<file path="config.mk">
export PLATFORM = sky130hd
export DESIGN_NAME = seg_check
export DESIGN_NICKNAME = d
export VERILOG_FILES = /design/src/rtl/seg_pkg.sv /design/src/rtl/seg_rights_chk.sv /design/src/rtl/seg_limit_chk.sv /design/src/rtl/seg_check.sv
export SDC_FILE = /design/constraint.sdc
export NUM_CORES = 1
export LEC_CHECK = 0
export ABC_AREA = 1
export BUFFER_PORTS_ARGS = -buffer_cell sky130_fd_sc_hd__buf_2
export CAP_MARGIN = 20
export CORE_MARGIN = 5
export CORE_UTILIZATION = 62
export CTS_CLUSTER_DIAMETER = 120
export DETAILED_ROUTE_END_ITERATION = 16
export HOLD_SLACK_MARGIN = 0.15
export PLACE_DENSITY = 0.89
export SLEW_MARGIN = 15
export SYNTH_ARGS = -nofsm -noshare
export SYNTH_HDL_FRONTEND = slang
export SYNTH_HIERARCHICAL = 1
export SYNTH_SLANG_ARGS = --single-unit
</file>
<file path="constraint.sdc">
create_clock -name clk_i -period 0.8 [get_ports clk_i]
set_input_delay 0.08 -clock clk_i [delete_from_list [all_inputs] [get_ports clk_i]]
set_output_delay 0.08 -clock clk_i [all_outputs]
set_load 0.02 [all_outputs]
</file>
<file path="src/rtl/seg_pkg.sv">
package seg_pkg;
  localparam int unsigned ADDR_W  = 32;
  localparam int unsigned LIM_W   = 20;
  localparam int unsigned GRAN_SH = 12;

  typedef enum logic [2:0] {
    FLT_NONE  = 3'd0,
    FLT_NP    = 3'd1,
    FLT_TYPE  = 3'd2,
    FLT_PRIV  = 3'd3,
    FLT_LIMIT = 3'd4
  } fault_e;

  typedef enum logic [1:0] {
    ACC_READ  = 2'd0,
    ACC_WRITE = 2'd1,
    ACC_FETCH = 2'd2,
    ACC_READ2 = 2'd3
  } acc_e;
endpackage

</file>
<file path="src/rtl/seg_rights_chk.sv">
module seg_rights_chk (
  input  logic       present_i,
  input  logic       code_data_i,
  input  logic [2:0] seg_type_i,
  input  logic [1:0] kind_i,
  input  logic [1:0] rpl_i,
  input  logic [1:0] dpl_i,
  output logic       np_flt_o,
  output logic       type_flt_o,
  output logic       priv_flt_o,
  output logic       stack_o
);
  import seg_pkg::*;
  logic is_code, conforming, perm_bit, is_fetch, is_write, is_read;

  always_comb begin
    is_code    = seg_type_i[2];
    conforming = seg_type_i[2] & seg_type_i[1];
    perm_bit   = seg_type_i[0];
    is_fetch   = (kind_i == ACC_FETCH);
    is_write   = (kind_i == ACC_WRITE);
    is_read    = ~is_fetch & ~is_write;
    stack_o    = ~seg_type_i[2] & seg_type_i[1];
    np_flt_o   = ~present_i;
    type_flt_o = ~code_data_i
               | (is_fetch & ~is_code)
               | (is_write & is_code)
               | (is_write & ~is_code & ~perm_bit)
               | (is_read  & is_code & ~perm_bit);
    // conforming code ignores the privilege comparison
    priv_flt_o = ~conforming & (rpl_i > dpl_i);
  end
endmodule

</file>
<file path="src/rtl/seg_limit_chk.sv">
module seg_limit_chk #(
  parameter int unsigned ADDR_W  = 32,
  parameter int unsigned LIM_W   = 20,
  parameter int unsigned GRAN_SH = 12
) (
  input  logic              gran_i,
  input  logic              big_i,
  input  logic              stack_i,
  input  logic [LIM_W-1:0]  limit_i,
  input  logic [ADDR_W-1:0] offset_i,
  input  logic [1:0]        size_i,
  output logic              lim_flt_o
);
  localparam int unsigned EXT_W = ADDR_W + 1;
  localparam int unsigned PAD_W = ADDR_W - LIM_W - GRAN_SH;

  logic [ADDR_W-1:0] lim_eff;
  logic [EXT_W-1:0]  last_byte, upper;
  logic [3:0]        bytes_m1;

  always_comb begin
    if (gran_i) lim_eff = {{PAD_W{1'b0}}, limit_i, {GRAN_SH{1'b1}}};
    else        lim_eff = {{(ADDR_W-LIM_W){1'b0}}, limit_i};
    bytes_m1  = (4'd1 << size_i) - 4'd1;
    last_byte = {1'b0, offset_i} + {{(EXT_W-4){1'b0}}, bytes_m1};
    upper     = big_i ? {1'b0, {ADDR_W{1'b1}}} : {{(EXT_W-16){1'b0}}, 16'hFFFF};
    if (stack_i)
      lim_flt_o = (offset_i <= lim_eff) | (last_byte > upper);
    else
      lim_flt_o = (last_byte > {1'b0, lim_eff});
  end
endmodule

</file>
<file path="src/rtl/seg_check.sv">
module seg_check #(
  parameter int unsigned ADDR_W  = seg_pkg::ADDR_W,
  parameter int unsigned LIM_W   = seg_pkg::LIM_W,
  parameter int unsigned GRAN_SH = seg_pkg::GRAN_SH
) (
  input  logic              clk_i,
  input  logic              rst_ni,
  input  logic              req_i,
  input  logic [ADDR_W-1:0] base_i,
  input  logic [LIM_W-1:0]  limit_i,
  input  logic              gran_i,
  input  logic              big_i,
  input  logic              present_i,
  input  logic [1:0]        dpl_i,
  input  logic              code_data_i,
  input  logic [2:0]        seg_type_i,
  input  logic [ADDR_W-1:0] offset_i,
  input  logic [1:0]        size_i,
  input  logic [1:0]        kind_i,
  input  logic [1:0]        rpl_i,
  output logic [ADDR_W-1:0] lin_addr_o,
  output logic              valid_o,
  output logic [2:0]        fault_o
);
  import seg_pkg::*;

  logic np_flt, type_flt, priv_flt, lim_flt, stack;
  fault_e fault_d;

  seg_rights_chk u_rights (
    .present_i   (present_i),
    .code_data_i (code_data_i),
    .seg_type_i  (seg_type_i),
    .kind_i      (kind_i),
    .rpl_i       (rpl_i),
    .dpl_i       (dpl_i),
    .np_flt_o    (np_flt),
    .type_flt_o  (type_flt),
    .priv_flt_o  (priv_flt),
    .stack_o     (stack)
  );

  seg_limit_chk #(.ADDR_W(ADDR_W), .LIM_W(LIM_W), .GRAN_SH(GRAN_SH)) u_limit (
    .gran_i    (gran_i),
    .big_i     (big_i),
    .stack_i   (stack),
    .limit_i   (limit_i),
    .offset_i  (offset_i),
    .size_i    (size_i),
    .lim_flt_o (lim_flt)
  );

  always_comb begin
    if      (np_flt)   fault_d = FLT_NP;
    else if (type_flt) fault_d = FLT_TYPE;
    else if (priv_flt) fault_d = FLT_PRIV;
    else if (lim_flt)  fault_d = FLT_LIMIT;
    else               fault_d = FLT_NONE;
  end

  always_ff @(posedge clk_i or negedge rst_ni) begin
    if (!rst_ni) begin
      lin_addr_o <= '0;
      valid_o    <= 1'b0;
      fault_o    <= FLT_NONE;
    end else if (req_i) begin
      valid_o    <= (fault_d == FLT_NONE);
      fault_o    <= fault_d;
      lin_addr_o <= (fault_d == FLT_NONE) ? base_i + offset_i : '0;
    end else begin
      valid_o    <= 1'b0;
      fault_o    <= FLT_NONE;
      lin_addr_o <= '0;
    end
  end
endmodule

</file>
==> flow_summary_export.csv, run 1 <==
group,metric,value,unit
synthesis,synthFlopType,"dfrtp_1",
synthesis,yosysTopAreaCell,"ha_1",
placed_design,io_buffers,137,
floorplan,die_y,114.6,µm
global_routing,grt_usage,0.6612,
outcome,stop_stage,"global routing (5_1_grt)",
synthesis,synth_top_area_frac,0.2197,
floorplan,die_x,114.6,µm
synthesis,synth_edf_count,0,
clock_network,cts_max_path_buffers,2,
synthesis,ys_seq_area_frac,0.1329,
placed_design,place_ws,-3373,ps
synthesis,ys_types,43,
synthesis,yosys_register_bits,36,
synthesis,async_flop_share,1.000,
clock_network,root_buffer,"clkbuf_8",
placed_design,gp_congestion,1.002,
placed_design,hpwlAfterDp,21090,µm
outcome,error,"[ERROR GRT-0232] Routing congestion too high. Check the congestion heatmap in the GUI.",
timing,worst_endpoint_kind,"sequential cell input",
synthesis,syn_inst,1109,
global_routing,grt.overflow.total,30,
floorplan,start_util,0.6280,
global_routing,grt_max_degree,37,
synthesis,yosysWarnings,6,
synthesis,synth.area.top_cells,"ha_1 22%, nand2_1 19%, dfrtp_1 13%",
synthesis,yosysMostFrequentCell,"nand2_1",
synthesis,synth_common_cells,"346 x nand2_1, 179 x inv_1, 119 x ha_1, 113 x nor2_1, 75 x a21oi_1",
synthesis,syn_nets,1332,
clock_network,ctsHtreeMaxLevel,2,
timing,grt_worst_setup_endpoint,"lin_addr_o[14]$_DFF_PN0_/D",
floorplan,io_pins,138,
outcome,status,"aborted with a tool error",
clock_network,cts_made_buffers,5,
floorplan,num_rows,38,
synthesis,syn-cell-area,6778,µm²
placed_design,placed_area,9107,µm²
synthesis,syn_avg_cell_area,6.112,µm²
clock_network,clock_sinks,36,
metrics by stage:
step / cells / utilization / hold WS, ps
after floorplan: 1109 / - / -215.6
after global placement: 1562 / 0.8438 / 49.50
after detailed placement: 1562 / 0.8438 / 57.06
after CTS: 1585 / 0.8971 / 90.54
logic make-up after synthesis:
group	Yosys count	synth area share
AND/OR/NAND/NOR	608	0.3952
buffers and inverters	198	0.1115
adder cells (fa/ha/maj)	121	0.2256
AO/OA/AOI/OAI	115	0.09397
flip-flops	36	0.1329
XOR/XNOR	22	0.02843
multiplexers	8	0.01182
other	1	0.0005533
repair_timing:
action,4_1_cts
hold buffers,2
pin swaps,12
hold endpoints to repair,39
resized for setup,101
endpoints found under the setup margin,72
buffers inserted,11
cloned,2
metal layers:
layer	GRT usage	GRT overflow
met1	0.6618	0
met2	0.8778	17
met3	0.4487	0
met4	0.6603	13
met5	0.04706	0
==> run 2: changes to the inputs <==
--- a/config.mk
+++ b/config.mk
@@ -9,11 +9,9 @@
 export BUFFER_PORTS_ARGS = -buffer_cell sky130_fd_sc_hd__buf_2
 export CAP_MARGIN = 20
 export CORE_MARGIN = 5
-export CORE_UTILIZATION = 62
-export CTS_CLUSTER_DIAMETER = 120
+export CORE_UTILIZATION = 40
 export DETAILED_ROUTE_END_ITERATION = 16
-export HOLD_SLACK_MARGIN = 0.15
-export PLACE_DENSITY = 0.89
+export PLACE_DENSITY_LB_ADDON = 0.15
 export SLEW_MARGIN = 15
 export SYNTH_ARGS = -nofsm -noshare
 export SYNTH_HDL_FRONTEND = slang
==> run 2 against run 1 <==
- the flow now finishes, with violations (setup timing)
- synthesized cell count is the same
- area after synthesis is the same
==> flow_summary_export.csv, run 2 <==
group,metric,value,unit
outcome,status,"finished, violations left",
outcome,violations,"setup timing",
synthesis,syn_avg_cell_area,6.112,µm²
timing,final.setup.tns,-94750,ps
timing,slew_viol_final,0,
worst_setup_path,crit_arrival,3780,ps
clock_network,clkTransAtPathRegs,60,ps
finish,nets,1674,
synthesis,synthFlopType,"dfrtp_1",
synthesis,ys_seq_area_frac,0.1329,
clock_network,tritoncts,"built",
synthesis,yosys.area_share.simple,0.3952,
synthesis,synth_compound_gate_area_share,0.09396,
synthesis,syn_inst,1109,
synthesis,yosys_register_bits,36,
placed_design,gp_congestion,0.9429,
finish,regMostFlops,"lin_addr_o",
min_path,hold_path_end,"fault_o[0]$_DFF_PN0_",
clock_network,ctsHtreeMaxLevel,2,
pwr,clockPowerShare,0.238,
placed_design,io_buffers,137,
clock_network,clock_sinks,36,
global_routing,grt_pass1_wl,35660,µm
timing,setup_ws,-2794,ps
synthesis,ys_types,43,
pwr,p_int,0.005697,W
finish,reg_top3,"lin_addr_o (32), fault_o (3), valid_o (1)",
global_routing,grt_usage,0.2229,
detailed_routing,first_pass_iters,5,
pwr,p_seq_frac,0.199,
floorplan,dieArea,19650,µm²
synthesis,synthAdderAreaFrac,0.2256,
finish,largest_reg_flops,32,
floorplan,num_rows,47,
detailed_routing,post_drt_wl_per_cell,13.71,µm
finish,drive_gt1_frac,0.3278,
synthesis,synth_top_family_by_area,"simple AND/OR/NAND/NOR gates",
synthesis,yosysWarnings,6,
timing,rsz0062_at_grt,"yes",
global_routing,antenna_found_initial,0,
pwr,p_sw,0.003692,W
detailed_routing,wirelength,22930,µm
min_path,hold_class,"primary input to flip-flop",
worst_setup_path,cp_data_required_time,990,ps
worst_setup_path,cp_slowest_stage_delay,340,ps
timing,min_period,3594,ps
placed_design,hpwlAfterDp,20120,µm
timing,setup_viol,71,
floorplan,coreArea,16580,µm²
synthesis,syn-cell-area,6778,µm²
synthesis,async_flop_share,1.000,
detailed_routing,ant_nets,0,
placed_design,placed_area,9283,µm²
floorplan,die_x,140.2,µm
pwr,power,0.009389,W
floorplan,start_util,0.4087,
pwr,ir_drop,1.048,mV
placed_design,place_ws,-3121,ps
min_path,min_from,"req_i",
finish,fill_cells,1627,
finish,layout_common_cells,"336 x nand2_1, 193 x buf_4, 173 x inv_1, 113 x ha_1, 100 x nor2_1",
floorplan,die_y,140.2,µm
synthesis,yosysMostFrequentCell,"nand2_1",
finish,final_area,10100,µm²
detailed_routing,viasPerCell,4.745,
flow_run,drv_cap,0,
synthesis,yosysTopAreaCell,"ha_1",
global_routing,grt_pass1_vias,7552,
pwr,powerDensity,929.5,nW/µm²
timing,fin_crit_sh,4.492,
worst_setup_path,crit_type,"primary input to flip-flop",
floorplan,io_pins,138,
synthesis,synth.area.top_cells,"ha_1 22%, nand2_1 19%, dfrtp_1 13%",
global_routing,grt.overflow.total,0,
clock_network,cts_max_path_buffers,2,
worst_setup_path,cp_slowest_cell,"fa_2",
min_path,min_path_cells,2,
pwr,leakage,5.887,nW
synthesis,synth_top_area_frac,0.2197,
synthesis,syn_nets,1332,
finish,syn_to_final_growth,49.03,%
timing,max_freq,0.2783,GHz
detailed_routing,drt_first_iter_violations,418,
finish,insertedDiodeCount,0,
synthesis,synth_mux_area_frac,0.01181,
global_routing,grt_max_degree,37,
clock_network,cts_made_buffers,5,
pwr,p_comb_frac,0.563,
timing,hold_violations,0,
detailed_routing,drcViolationCount,0,
finish,final_common_cell,"nand2_1",
worst_setup_path,critPathCaptureType,"flip-flop",
synthesis,synth_edf_count,0,
clock_network,root_buffer,"clkbuf_16",
worst_setup_path,start_kind,"primary input",
synthesis,synth_xor_area_frac,0.02843,
detailed_routing,vias,7934,
pwr,switching_share,0.3932,
worst_setup_path,worstPathMaxFanout,5,
synthesis,synth_common_cells,"346 x nand2_1, 179 x inv_1, 119 x ha_1, 113 x nor2_1, 75 x a21oi_1",
-- run 2: cell counts after synthesis --
Identical to the previous run, type by type.
-- run 2: logic make-up (layout without fill, tap and decap cells) --
logic type                 count (synthesis)  after routing
muxes                                      8              8
AOI/OAI and AO/OA                        115            115
buffers and inverters                    198            541
and+or+nand+nor                          608            608
DFF                                       36             36
other                                      1              1
adders and majority gates                121            121
xor gates and xnor gates                  22             22
-- run 2: how the worst max path moves through the flow --
stage,from,end,slack (ps),cells after the start
6_report,size_i[0],lin_addr_o[15]$_DFF_PN0_,-2790,33
5_1_grt,size_i[1],lin_addr_o[15]$_DFF_PN0_,-3120,35
3_3_place_gp,size_i[0],lin_addr_o[5]$_DFF_PN0_,-3100,32
4_1_cts,size_i[0],lin_addr_o[5]$_DFF_PN0_,-2810,34
2_1_floorplan,size_i[0],lin_addr_o[15]$_DFF_PN0_,-2770,33
3_5_place_dp,size_i[0],lin_addr_o[12]$_DFF_PN0_,-3120,34
-- run 2: layout make-up --
type	instances	area (µm²)	share of cell area
well taps	220	275.3	0.02725
clock inverters	3	42.54	0.004212
inverters	192	728.2	0.07209
flip-flops and latches	36	900.9	0.08919
clock buffers	5	125.1	0.01239
multi-input cells	875	5453	0.5398
repair buffers	341	2576	0.2550
-- run 2: what timing repair did --
action                                 in CTS  in global routing
pin swaps                                   1                 17
endpoints found under the hold margin      36                  0
setup endpoints to repair                  71                 71
cloned                                      0                  2
setup buffers                               4                  5
hold buffers                                1                  0
resized for setup                          94                 58
-- run 2: per-layer routing --
metal,track usage,vias up,part of all wire
li1,-,4222,-
met1,0.2873,3540,0.45
met2,0.4030,144,0.50
met3,0.01261,28,0.030
met4,0.06119,0,0.021
met5,0,-,0
-- run 2: critical path: cells and delay by family --
kind / cells / cell delay (ps)
compound gates: 4 / 420
simple gates: 21 / 1860
buf+inv: 4 / 400
xor+xnor: 1 / 170
fa+ha+maj: 3 / 820
-- run 2: metrics by stage --
| step | utilization | hold WS, ps | instances |
|---|---|---|---|
| 2_1_floorplan | - | -215.6 | 1109 |
| 3_3_place_gp | 0.5598 | 55.26 | 1652 |
| 3_5_place_dp | 0.5598 | 56.62 | 1652 |
| 4_1_cts | 0.5908 | 91.71 | 1665 |
| 5_1_grt | 0.6091 | 91.43 | 1672 |
| 6_report | 0.6091 | 99.30 | 1672 |
-- run 2: power groups by stage --
stage | Combinational (W) | Clock, W | Sequential [W]
3_3_place_gp | 0.00489 | 0 | 0.00190
6_report | 0.00529 | 0.00223 | 0.00187
4_1_cts | 0.00508 | 0.00228 | 0.00187
2_1_floorplan | 0.00262 | 0 | 0.00194
3_5_place_dp | 0.00495 | 0 | 0.00190
5_1_grt | 0.00591 | 0.00237 | 0.00188
No activity file was read; power rests on OpenSTA's default activity.
==> run 3: changes to the inputs <==
--- a/config.mk
+++ b/config.mk
@@ -8,6 +8,8 @@
 export ABC_AREA = 1
 export BUFFER_PORTS_ARGS = -buffer_cell sky130_fd_sc_hd__buf_2
 export CAP_MARGIN = 20
+export CELL_PAD_IN_SITES_DETAIL_PLACEMENT = 0
+export CELL_PAD_IN_SITES_GLOBAL_PLACEMENT = 1
 export CORE_MARGIN = 5
 export CORE_UTILIZATION = 40
 export DETAILED_ROUTE_END_ITERATION = 16
==> run 3 against run 2 <==
- the flow still finishes with violations (setup timing)
- sequential power about the same
- worst setup slack got worse by 36 ps
- clock-buffer cell count unchanged
- global-route usage increased by 1.7 points
- sequential share of layout area decreased by 0.12 points
- total power decreased by 1.4%
- via count increased by 0.79%
- die area unchanged
- worst hold slack got worse by 20 ps
- routed wire length increased by 4.9%
- critical path type unchanged
- largest power group unchanged
- highest routed layer unchanged
==> flow_summary_export.csv, run 3 (synthesized netlist as in run 2, its figures left out) <==
group,metric,value,unit
outcome,status,"finished, violations left",
outcome,violations,"setup timing",
min_path,min_from,"req_i",
finish,nets,1699,
placed_design,hpwlAfterDp,20840,µm
global_routing,grt_pass1_vias,7726,
detailed_routing,viasPerCell,4.712,
pwr,p_int,0.005389,W
finish,largest_reg_flops,32,
timing,fin_crit_sh,4.537,
detailed_routing,wirelength,24050,µm
timing,setup_ws,-2829,ps
timing,slew_viol_final,0,
clock_network,clkTransAtPathRegs,70,ps
min_path,hold_path_end,"fault_o[0]$_DFF_PN0_",
placed_design,io_buffers,137,
floorplan,coreArea,16580,µm²
global_routing,grt_pass1_wl,38070,µm
min_path,min_path_cells,2,
global_routing,grt_max_degree,37,
worst_setup_path,start_kind,"primary input",
worst_setup_path,crit_type,"primary input to flip-flop",
detailed_routing,first_pass_iters,5,
floorplan,die_x,140.2,µm
detailed_routing,drt_first_iter_violations,365,
clock_network,clock_sinks,36,
finish,final_common_cell,"nand2_1",
clock_network,tritoncts,"built",
global_routing,antenna_found_initial,0,
timing,setup_viol,70,
finish,fin_util,0.6171,
worst_setup_path,critPathCaptureType,"flip-flop",
finish,final_area,10230,µm²
pwr,clockPowerShare,0.221,
worst_setup_path,cpLargestDelayFamily,"simple AND/OR/NAND/NOR gates",
finish,reg_top3,"lin_addr_o (32), fault_o (3), valid_o (1)",
worst_setup_path,worstPathMaxFanout,6,
detailed_routing,vias,7997,
pwr,p_sw,0.003867,W
global_routing,grt_usage,0.2398,
min_path,hold_class,"primary input to flip-flop",
finish,syn_to_final_growth,50.99,%
pwr,p_comb_frac,0.577,
detailed_routing,ant_nets,0,
pwr,p_seq_frac,0.202,
worst_setup_path,path_buf_inv,6,
detailed_routing,post_drt_wl_per_cell,14.17,µm
worst_setup_path,cp_slowest_stage_delay,370,ps
floorplan,dieArea,19650,µm²
placed_design,gp_congestion,0.9294,
global_routing,grt.overflow.total,0,
timing,rsz0062_at_grt,"yes",
pwr,ir_drop,0.9215,mV
detailed_routing,drcViolationCount,0,
floorplan,start_util,0.4087,
floorplan,num_rows,47,
pwr,leakage,6.003,nW
timing,hold_violations,0,
worst_setup_path,path_common_cell,"nand2_4",
placed_design,placed_area,9428,µm²
floorplan,die_y,140.2,µm
clock_network,ctsHtreeMaxLevel,2,
clock_network,cts_made_buffers,5,
worst_setup_path,cp_data_required_time,1030,ps
finish,layout_common_cells,"334 x nand2_1, 218 x buf_4, 176 x inv_1, 113 x ha_1, 101 x nor2_1",
pwr,powerDensity,904.6,nW/µm²
clock_network,root_buffer,"clkbuf_16",
floorplan,io_pins,138,
timing,min_period,3629,ps
flow_run,drv_cap,0,
worst_setup_path,cp_slowest_cell,"fa_2",
clock_network,cts_max_path_buffers,2,
pwr,switching_share,0.4178,
finish,drive_gt1_frac,0.3358,
finish,insertedDiodeCount,0,
timing,max_freq,0.2755,GHz
worst_setup_path,crit_arrival,3860,ps
finish,regMostFlops,"lin_addr_o",
==> run 3: changes by cell type in the layout (fill, tap and decap cells not counted), moves of 3 or more <==
cell,previous run,this run
buf_2,96,99
o21ai_2,6,3
xnor2_1,7,10
o21ai_0,11,14
nand2_2,27,30
xnor2_2,3,0
buf_6,45,40
clkinv_8,0,3
buf_4,193,218
nor2_4,10,6
nor2_2,14,17
inv_1,173,176
==> run 3: power by group through the flow <==
stage,registers [W],clock network (W),logic [W]
2_1_floorplan,0.00194,0,0.00262
3_3_place_gp,0.00190,0,0.00501
3_5_place_dp,0.00190,0,0.00506
4_1_cts,0.00187,0.00209,0.00523
5_1_grt,0.00188,0.00215,0.00598
6_report,0.00187,0.00205,0.00534
==> run 3: routing by layer <==
metal	wire, µm	track usage	up-vias
met5	0	0	-
met4	384	0.04742	0
met3	1121	0.03681	24
met2	11360	0.4090	155
met1	11180	0.3224	3538
li1	-	-	4280
==> run 3: worst max-delay path by stage <==
| stage | start | end | slack, ps | depth (start not counted) |
|---|---|---|---|---|
| 2_1_floorplan | size_i[0] | lin_addr_o[15]$_DFF_PN0_ | -2770 | 33 |
| 3_3_place_gp | size_i[0] | lin_addr_o[30]$_DFF_PN0_ | -3270 | 31 |
| 3_5_place_dp | size_i[0] | lin_addr_o[27]$_DFF_PN0_ | -3300 | 31 |
| 4_1_cts | size_i[0] | lin_addr_o[23]$_DFF_PN0_ | -2850 | 36 |
| 5_1_grt | size_i[1] | lin_addr_o[23]$_DFF_PN0_ | -3240 | 33 |
| 6_report | size_i[0] | lin_addr_o[28]$_DFF_PN0_ | -2830 | 36 |
==> run 3: per-stage QoR <==
| step | hold slack, ps | TNS, ps | setup slack (ps) | std cells | total power [W] |
|---|---|---|---|---|---|
| 5_1_grt | 74.69 | -110350 | -3237 | 1697 | 0.01001 |
| 2_1_floorplan | -215.6 | -91200 | -2770 | 1109 | 0.004559 |
| 6_report | 79.18 | -96000 | -2829 | 1697 | 0.009257 |
| 4_1_cts | 61.64 | -97200 | -2847 | 1693 | 0.009188 |
| 3_3_place_gp | 55.93 | -106870 | -3271 | 1673 | 0.006909 |
| 3_5_place_dp | 62.46 | -108600 | -3298 | 1673 | 0.006958 |
==> run 3: final cells by class <==
type                    instances  area (µm²)
clock buffers                   5       125.1
clock inverters                 3       18.77
repair buffers                364        2720
well taps                     220       275.3
repair inverters                2       32.53
fillers                      1639        6350
inverters                     192       735.7
flip-flops and latches         36       900.9
multi-input cells             875        5425
==> run 3: what timing repair did <==
action                                 in CTS  in global routing
pin swaps                                  16                  5
resized for setup                         100                 40
gates cloned                                3                  0
setup buffers                               8                  4
setup endpoints to repair                  70                 70
endpoints found under the hold margin      36                  0
hold buffers                                1                  0
==> run 4: changes to the inputs <==
--- a/config.mk
+++ b/config.mk
@@ -14,6 +14,7 @@
 export CORE_UTILIZATION = 40
 export DETAILED_ROUTE_END_ITERATION = 16
 export PLACE_DENSITY_LB_ADDON = 0.15
+export SETUP_SLACK_MARGIN = 0.15
 export SLEW_MARGIN = 15
 export SYNTH_ARGS = -nofsm -noshare
 export SYNTH_HDL_FRONTEND = slang
==> run 4 against run 3 <==
- the run still ends with setup timing left
- combinational power rose by 3%
- sequential share of layout area fell by 0.19 points
- maximum frequency fell by 1.9%
- critical endpoint is now lin_addr_o[31]$_DFF_PN0_
==> flow_summary_export.csv, run 4 (synthesized netlist as in run 2, its figures left out) <==
group,metric,value,unit
outcome,status,"finished, violations left",
outcome,violations,"setup timing",
worst_setup_path,cpLargestDelayFamily,"simple AND/OR/NAND/NOR gates",
global_routing,grt.overflow.total,0,
finish,layout_common_cells,"327 x nand2_1, 214 x buf_4, 174 x inv_1, 110 x ha_1, 99 x nor2_1",
global_routing,grt_max_degree,37,
worst_setup_path,crit_arrival,3930,ps
min_path,hold_class,"primary input to flip-flop",
finish,insertedDiodeCount,0,
pwr,ir_drop,0.7841,mV
pwr,power,0.009332,W
worst_setup_path,crit_type,"primary input to flip-flop",
detailed_routing,drt_first_iter_violations,351,
pwr,leakage,6.035,nW
floorplan,die_y,140.2,µm
detailed_routing,viasPerCell,4.741,
floorplan,die_x,140.2,µm
finish,drive_gt1_frac,0.3516,
clock_network,root_buffer,"clkbuf_16",
clock_network,cts_made_buffers,5,
placed_design,hpwlAfterDp,20670,µm
clock_network,cts_max_path_buffers,2,
timing,final.setup.tns,-98340,ps
detailed_routing,vias,8040,
global_routing,grt_usage,0.2403,
timing,fin_crit_sh,4.626,
placed_design,io_buffers,137,
global_routing,antenna_found_initial,0,
timing,rsz0062_at_grt,"yes",
detailed_routing,post_drt_wl_per_cell,14.45,µm
placed_design,gp_congestion,0.9361,
worst_setup_path,path_buf_inv,5,
finish,largest_reg_flops,32,
timing,setup_ws,-2901,ps
detailed_routing,ant_nets,0,
clock_network,ctsHtreeMaxLevel,2,
finish,syn_to_final_growth,54.37,%
floorplan,start_util,0.4087,
clock_network,clock_sinks,36,
global_routing,grt_pass1_vias,7728,
floorplan,coreArea,16580,µm²
timing,max_freq,0.2702,GHz
finish,final_common_cell,"nand2_1",
timing,slew_viol_final,0,
timing,setup_viol,70,
worst_setup_path,critPathCaptureType,"flip-flop",
worst_setup_path,start_kind,"primary input",
worst_setup_path,cp_slowest_cell,"fa_2",
finish,regMostFlops,"lin_addr_o",
timing,min_period,3701,ps
worst_setup_path,cp_data_required_time,1030,ps
worst_setup_path,cp_slowest_stage_delay,340,ps
pwr,powerDensity,891.9,nW/µm²
detailed_routing,wirelength,24500,µm
finish,nets,1698,
clock_network,tritoncts,"built",
global_routing,grt_pass1_wl,38140,µm
timing,hold_violations,0,
flow_run,drv_cap,0,
clock_network,clkTransAtPathRegs,60,ps
finish,reg_top3,"lin_addr_o (32), fault_o (3), valid_o (1)",
worst_setup_path,worstPathMaxFanout,6,
detailed_routing,first_pass_iters,5,
floorplan,io_pins,138,
floorplan,num_rows,47,
floorplan,dieArea,19650,µm²
finish,fill_cells,1627,
detailed_routing,drcViolationCount,0,
==> run 4: changes by cell type in the layout (fill, tap and decap cells not counted), moves of 4 or more <==
| cell | before | now |
|---|---|---|
| a21oi_1 | 69 | 65 |
| nand2_2 | 30 | 34 |
| buf_6 | 40 | 44 |
| o21ai_2 | 3 | 7 |
| buf_4 | 218 | 214 |
| nand2_1 | 334 | 327 |
| a21oi_2 | 9 | 13 |
| buf_2 | 99 | 95 |
==> run 4: power breakdown <==
part	switching, W	total (W)	internal (W)
registers	0.0000174	0.00187	0.00186
clock network	0.000816	0.00198	0.00116
logic	0.00303	0.00548	0.00245
==> run 4: path summary, 6_finish.rpt <==
check	startpoint	endpoint	slack (ps)	cells after the start
max in group asynchronous	rst_ni	fault_o[0]$_DFF_PN0_	300	3
min in group asynchronous	rst_ni	lin_addr_o[30]$_DFF_PN0_	290	3
worst min-delay path	req_i	fault_o[2]$_DFF_PN0_	60	3
worst max-delay path	size_i[0]	lin_addr_o[31]$_DFF_PN0_	-2900	34
==> run 4: per-layer routing <==
layer  share of wire  global-route usage
met2            0.47              0.4093
met5               0                   0
met1            0.47              0.3245
met4           0.022             0.05864
met3           0.042             0.02795
==> run 4: through the flow <==
step | hold slack (ps) | setup slack, ps | area, µm² | instances | utilization
after floorplan | -215.6 | -2770 | 6879 | 1109 | -
after global placement | 56.15 | -3160 | 9460 | 1672 | 0.5705
after detailed placement | 58.50 | -3269 | 9460 | 1672 | 0.5705
after CTS | 55.37 | -2876 | 10110 | 1687 | 0.6096
after global routing | 66.31 | -3152 | 10460 | 1696 | 0.6309
final | 62.70 | -2901 | 10460 | 1696 | 0.6309
==> run 4: repair_timing <==
action,4_1_cts,5_1_grt
resized for setup,119,66
pin swaps,8,23
endpoints found under the setup margin,72,72
setup buffers,4,8
gates cloned,2,1
hold buffers,1,0
hold endpoints to repair,36,0
==> run 4: layout make-up <==
class / instances / area (µm²) / share of cell area
Multi-Input combinational cell: 875 / 5579 / 0.5332
Clock buffer: 7 / 132.6 / 0.01268
Clock inverter: 1 / 8.758 / 0.0008371
Inverter: 192 / 748.2 / 0.07151
Sequential cell: 36 / 900.9 / 0.08610
Tap cell: 220 / 275.3 / 0.02631
Timing Repair Buffer: 365 / 2818 / 0.2693
